<file path="src/rtl/pfd_pkg.sv">
package pfd_pkg;
   localparam int CFG_W       = 17;
   localparam int CFG_DLY_LSB = 0;
   localparam int CFG_DLY_W   = 3;
   localparam int CFG_EN_BIT  = 14;
   localparam int CFG_MUL_LSB = 15;
   localparam int CFG_MUL_W   = 2;

   typedef struct packed {
      logic [CFG_MUL_W-1:0] mul_sel;
      logic                 enable;
      logic [CFG_DLY_W-1:0] dly_sel;
   } pfd_cfg_t;

   function automatic pfd_cfg_t unpack_cfg(input logic [CFG_W-1:0] w);
      pfd_cfg_t c;
      c.mul_sel = w[CFG_MUL_LSB +: CFG_MUL_W];
      c.enable  = w[CFG_EN_BIT];
      c.dly_sel = w[CFG_DLY_LSB +: CFG_DLY_W];
      return c;
   endfunction
endpackage

</file>
<file path="src/rtl/pfd_phase_scale.sv">
module pfd_phase_scale #(
   parameter int PH_W  = 18,
   parameter int SEL_W = 2
) (
   input  logic [PH_W-1:0]  ph_in,
   input  logic [SEL_W-1:0] shift_sel,
   output logic [PH_W-1:0]  ph_out
);
   localparam int N_OPT = 1 << SEL_W;

   logic [PH_W-1:0] opt [N_OPT];

   generate
      for (genvar k = 0; k < N_OPT; k++) begin : g_opt
         if (k == 0) begin : g_id
            assign opt[k] = ph_in;
         end else if (k < PH_W) begin : g_sh
            assign opt[k] = {ph_in[PH_W-1-k:0], {k{1'b0}}};
         end else begin : g_zero
            assign opt[k] = '0;
         end
      end
   endgenerate

   assign ph_out = opt[shift_sel];

   initial begin : chk_params
      assert (SEL_W >= 1 && SEL_W <= 4)
         else $error("pfd_phase_scale: SEL_W out of range");
   end
endmodule

</file>
<file path="src/rtl/pfd_delay_line.sv">
module pfd_delay_line #(
   parameter int W     = 18,
   parameter int DEPTH = 8
) (
   input  logic                     clk,
   input  logic                     rst_n,
   input  logic                     flush,
   input  logic                     push,
   input  logic [W-1:0]             din,
   input  logic [$clog2(DEPTH)-1:0] sel,
   output logic [W-1:0]             tap,
   output logic                     primed
);
   localparam int FILL_W = $clog2(DEPTH + 1);

   logic [W-1:0]      stage [DEPTH];
   logic [FILL_W-1:0] fill;

   generate
      for (genvar i = 0; i < DEPTH; i++) begin : g_stage
         always_ff @(posedge clk) begin
            if (!rst_n || flush) begin
               stage[i] <= '0;
            end else if (push) begin
               if (i == 0) stage[i] <= din;
               else        stage[i] <= stage[i-1];
            end
         end
      end
   endgenerate

   always_ff @(posedge clk) begin
      if (!rst_n || flush)                          fill <= '0;
      else if (push && fill < FILL_W'(DEPTH))       fill <= fill + FILL_W'(1);
   end

   assign tap    = stage[sel];
   assign primed = fill > FILL_W'(sel);

   initial begin : chk_params
      assert (DEPTH >= 2) else $error("pfd_delay_line: DEPTH too small");
   end

   AST_FILL_LIMIT: assert property (@(posedge clk) disable iff (!rst_n)
      fill <= FILL_W'(DEPTH));
   AST_FLUSH_CLEARS: assert property (@(posedge clk) disable iff (!rst_n)
      flush |=> (fill == '0));
   AST_PUSH_COUNTS: assert property (@(posedge clk) disable iff (!rst_n)
      (push && !flush && fill < FILL_W'(DEPTH)) |=> (fill == $past(fill) + FILL_W'(1)));
endmodule

</file>
<file path="src/rtl/pfd_round.sv">
module pfd_round #(
   parameter int IN_W  = 18,
   parameter int OUT_W = 16
) (
   input  logic signed [IN_W-1:0]  d_in,
   output logic signed [OUT_W-1:0] d_out
);
   localparam int DROP = IN_W - OUT_W;

   generate
      if (DROP == 0) begin : g_pass
         assign d_out = d_in;
      end else begin : g_rnd
         localparam logic signed [IN_W:0] HALF = (IN_W+1)'(1) <<< (DROP - 1);
         localparam logic signed [IN_W:0] MAXV = (IN_W+1)'((1 << (OUT_W-1)) - 1);
         logic signed [IN_W:0] ext, sum, shr;
         always_comb begin
            ext = {d_in[IN_W-1], d_in};
            sum = ext + HALF;
            shr = sum >>> DROP;
            if (shr > MAXV) d_out = MAXV[OUT_W-1:0];
            else            d_out = shr[OUT_W-1:0];
         end
      end
   endgenerate

   initial begin : chk_params
      assert (OUT_W <= IN_W && OUT_W >= 2) else $error("pfd_round: bad widths");
   end
endmodule

</file>
<file path="src/rtl/phase_freq_disc.sv">
module phase_freq_disc
   import pfd_pkg::*;
#(
   parameter int PH_W      = 18,
   parameter int FREQ_W    = 16,
   parameter int MAX_DELAY = 8
) (
   input  logic              clk,
   input  logic              rst_n,
   input  logic              ph_valid,
   input  logic [PH_W-1:0]   ph_data,
   input  logic [CFG_W-1:0]  cfg_word,
   output logic              freq_valid,
   output logic [FREQ_W-1:0] freq_data
);
   localparam int SEL_W = $clog2(MAX_DELAY);

   pfd_cfg_t             cfg;
   logic [PH_W-1:0]      scaled, tap;
   logic signed [PH_W-1:0] diff;
   logic signed [FREQ_W-1:0] rounded;
   logic                 take, primed;

   assign cfg  = unpack_cfg(cfg_word);
   assign take = ph_valid && cfg.enable;

   pfd_phase_scale #(.PH_W(PH_W), .SEL_W(CFG_MUL_W)) u_scale (
      .ph_in(ph_data), .shift_sel(cfg.mul_sel), .ph_out(scaled));

   pfd_delay_line #(.W(PH_W), .DEPTH(MAX_DELAY)) u_line (
      .clk(clk), .rst_n(rst_n), .flush(!cfg.enable), .push(take),
      .din(scaled), .sel(cfg.dly_sel[SEL_W-1:0]), .tap(tap), .primed(primed));

   assign diff = scaled - tap;

   pfd_round #(.IN_W(PH_W), .OUT_W(FREQ_W)) u_round (
      .d_in(diff), .d_out(rounded));

   always_ff @(posedge clk) begin
      if (!rst_n) begin
         freq_valid <= 1'b0;
         freq_data  <= '0;
      end else begin
         freq_valid <= take && primed;
         if (take && primed) freq_data <= rounded;
      end
   end

   initial begin : chk_params
      assert (MAX_DELAY == (1 << CFG_DLY_W))
         else $error("phase_freq_disc: MAX_DELAY must match delay field");
   end

   AST_OFF_SILENT: assert property (@(posedge clk) disable iff (!rst_n)
      !cfg.enable |=> !freq_valid);
   AST_OUT_NEEDS_SAMPLE: assert property (@(posedge clk) disable iff (!rst_n)
      freq_valid |-> $past(ph_valid));
   AST_DATA_HOLD: assert property (@(posedge clk) disable iff (!rst_n)
      !freq_valid |-> $stable(freq_data));
   AST_UNPRIMED_QUIET: assert property (@(posedge clk) disable iff (!rst_n)
      (take && !primed) |=> !freq_valid);
endmodule

</file>
<file path="config.mk">
export PLATFORM = sky130hd
export DESIGN_NAME = phase_freq_disc
export DESIGN_NICKNAME = d
export VERILOG_FILES = /design/src/rtl/pfd_pkg.sv /design/src/rtl/pfd_phase_scale.sv /design/src/rtl/pfd_delay_line.sv /design/src/rtl/pfd_round.sv /design/src/rtl/phase_freq_disc.sv
export SDC_FILE = /design/constraint.sdc
export NUM_CORES = 1
export LEC_CHECK = 0
export ABC_CLOCK_PERIOD_IN_PS = 6000
export CAP_MARGIN = 40
export CORE_MARGIN = 2
export CORE_UTILIZATION = 55
export CTS_CLUSTER_DIAMETER = 60
export DETAILED_ROUTE_END_ITERATION = 10
export PLACE_DENSITY = 0.75
export SYNTH_ARGS = -nofsm -noshare
export SYNTH_HDL_FRONTEND = slang
export SYNTH_SLANG_ARGS = --single-unit
</file>
<file path="constraint.sdc">
create_clock -name clk -period 6 [get_ports clk]
set_clock_uncertainty 0.05 [all_clocks]
set_input_delay 0.9 -clock clk [delete_from_list [all_inputs] [get_ports clk]]
set_output_delay 0.9 -clock clk [all_outputs]
set_load 0.02 [all_outputs]
</file>
==> impl_metrics.toml <==
[status]
status = "finished clean"

[logic_synthesis]
synth_edf_count = 144
yosysUniqueCellTypes = 65
synth-xor-area-share = 0.0275
synthCells = 705
synth.most_common_cell = "edfxtp_1"
synth_area_leaders = "edfxtp_1 (48%), and2_1 (10%), mux4_2 (8.6%)"
ys_warn_count = 0
synth_compound_area_frac = 0.0862
avgSynthCellArea_sq_um = 12.7
yosys.area_share.adder = 0.0317
synth-simple-area-share = 0.164
netlist_area_sq_mm = 0.00893
synthFlopType = "edfxtp_1"
synth_top_family_by_area = "simple AND/OR/NAND/NOR gates"
syn-num-nets = 765
synth_top_area_cell = "edfxtp_1"
synthMuxAreaShare = 0.134
ys_async_sr_fraction = 0
synth_top_cell_area_share = 0.484
ys_top_cells_by_count = "edfxtp_1 (144), and2_1 (143), nor2_1 (37), mux2i_1 (34), mux4_2 (34)"
ys_seq_area_frac = 0.531
synth_seq_cells = 165

[floorplanning]
core_sq_mm = 0.0159
io_pins = 55
start_util = 0.562
rows = 46
die_h_um = 131
dieArea_sq_mm = 0.0173
die_x_um = 131

[global_routing]
grt_most_used_layer = "met2"
grt_start_max_net_pins = 73
gr-usage-all-layers = 0.225
met1_usage = 0.314
grt_pass1_vias = 5708
grt_pass1_wl_um = 30500
antenna_found_initial = 0
met3_usage = 0.0455
grt_util_met2 = 0.357
grt-ovfl-total = 0

[power]
p_per_area_mw_per_mm2 = 279
ir_drop_v = 0.000212
p_int_mw = 2.04
power.leakage_nw = 3.89
clkPwrFrac = 0.349
p_comb_frac = 0.185
swShare = 0.280
p_switching_mw = 0.791
power_frac_seq = 0.466

[sta]
worst_slew_pin_slew_ns = 0.886
hold_viol_final = 0
setup_viol = 0
fin_hold_ws_ns = 0.485
setup_tns_ns = 0
fin_crit_sh = 0.820
fmaxAchievable_ghz = 0.203
setup_ws_ns = 1.08
slew_headroom = 0.409
rsz0062_at_grt = "no"
slew_violations = 0
fin_crit_ns = 4.92

[setup_path]
r2r-end = "freq_data[14]"
worstSetupEndpointType = "flop"
reg2reg_slack_ns = 1.69
required_ns = 6.31
path_class = "in2reg"
reg2regPathDepth = 12
cp.arrival_ns = 5.22
worstPathMaxFanout = 14
startpoint_type = "input port"
reg2reg_from = "u_line.stage[0][4]"

[clocking]
root_buffer = "clkbuf_16"
cts_setup_buffers = 0
clock_latency_ns = 0.43
cts-buffers-inserted = 17
cts.path.max_buffers = 2
ctsResizeCount = 0
cts_tree = "done"
cts.sinks = 165
clk_pin_slew_worst_paths_ns = 0.07
cts_hold_buf = 0
htree_levels = 4

[cells_and_area]
final_nets = 803
drive_gt1_frac = 0.144
syn2layout_area_growth_pct = 13.4
antenna_cells = 0

[min_path]
worstHoldStart = "u_line.fill[3]"
hold_end = "u_line.fill[3]"
hold_class = "reg2reg"
hold_depth = 2

[routing]
drtAntennaViolNets = 0
drtIter0Drc = 574
first_pass_iters = 5
finalWirelength_um = 18300
drc = 0
post_drt_wl_per_cell_um = 18.8
viasPerCell = 5.94
vias = 5775

[place]
place_hpwl_um = 12500
io_buffers = 43
gp_congestion = 0.968
pre_cts_ws_ns = 0.680

[flow_run]
cap_violations = 0
## worst max path at each step
stage	from	depth (start not counted)	endpoint	slack (ns)
2_1_floorplan	cfg_word[0]	14	freq_data[14]	0.90
3_5_place_dp	cfg_word[0]	13	freq_data[14]	0.68
5_1_grt	cfg_word[15]	15	freq_data[13]	0.66
3_3_place_gp	cfg_word[0]	13	freq_data[14]	0.72
4_1_cts	cfg_word[15]	15	freq_data[13]	1.09
6_report	cfg_word[16]	15	freq_data[13]	1.08
## cells by family (layout without fill, tap and decap cells)
| group | Yosys count | in the layout |
|---|---|---|
| simple gates | 253 | 253 |
| flops | 165 | 165 |
| compound gates | 109 | 109 |
| mux | 76 | 76 |
| buf+inv | 52 | 103 |
| xor+xnor | 28 | 28 |
| fa+ha+maj | 22 | 22 |
## area by class of cell
type                            count  area (sq um)
Clock inverter                     15           105
Multi-Input combinational cell    488          3970
Sequential cell                   165          4740
Inverter                           16          60.1
Fill cell                        1218          5760
Tap cell                          216           270
Clock buffer                       17           425
Timing Repair Buffer               55           556
## sequential cells by signal, indices dropped and copies added (netlist names)
name	flops
freq_data	16
freq_valid	1
u_line.fill	4
u_line.stage	144
## layout by cell type (no fill, tap or decap), types with 9 or more instances in the layout
cell and n:
nor3_1 11, o21ai_0 25, ha_1 21, buf_4 9, dfxtp_1 21, nor2_1 37, xnor2_1 21, edfxtp_1 144
nor2b_1 9, nand2_1 19, a21oi_1 23, inv_1 14, a31oi_1 12, mux4_2 34, clkbuf_16 17, a31oi_2 10
mux2i_1 34, clkdlybuf4s50_1 41, and2_1 143
## power groups by stage
stage | Sequential (mW) | Clock, mW | Combinational [mW]
global route | 1.32 | 1.05 | 0.575
finish | 1.32 | 0.987 | 0.523
global placement | 1.34 | 0 | 0.505
CTS | 1.32 | 1.01 | 0.521
floorplan | 1.33 | 0 | 0.383
detailed placement | 1.34 | 0 | 0.518
## critical path: stages
cell and delay (ns):
clkdlybuf4s50_1 0.66, buf_4 0.30, mux2_2 0.37, nor2_1 0.09, a21oi_1 0.07, ha_1 0.43
and4_1 0.31, nand2_1 0.10, a21oi_1 0.18, o311ai_0 0.29, nor3b_1 0.45, nand3_1 0.24
nor4_2 0.35, nand3_4 0.26, a31oi_1 0.25
## per-stage QoR
stage           util  instance area [sq um]  std cells  power [mW]
6_report       0.638                  10100        972        2.83
5_1_grt        0.638                  10100        972        2.94
4_1_cts        0.638                  10100        972        2.84
3_5_place_dp   0.604                   9600        940        1.86
3_3_place_gp   0.601                   9550        938        1.84
2_1_floorplan      -                   8930        705        1.72
## layer usage
| layer | wire length, um | part of all wire | up-vias |
|---|---|---|---|
| met1 | 8420 | 0.46 | 2873 |
| met2 | 8700 | 0.48 | 162 |
| met3 | 861 | 0.047 | 30 |
| li1 | - | - | 2710 |
| met4 | 331 | 0.018 | 0 |
| met5 | 0 | 0 | - |
No activity file was read; power rests on OpenSTA's default activity.
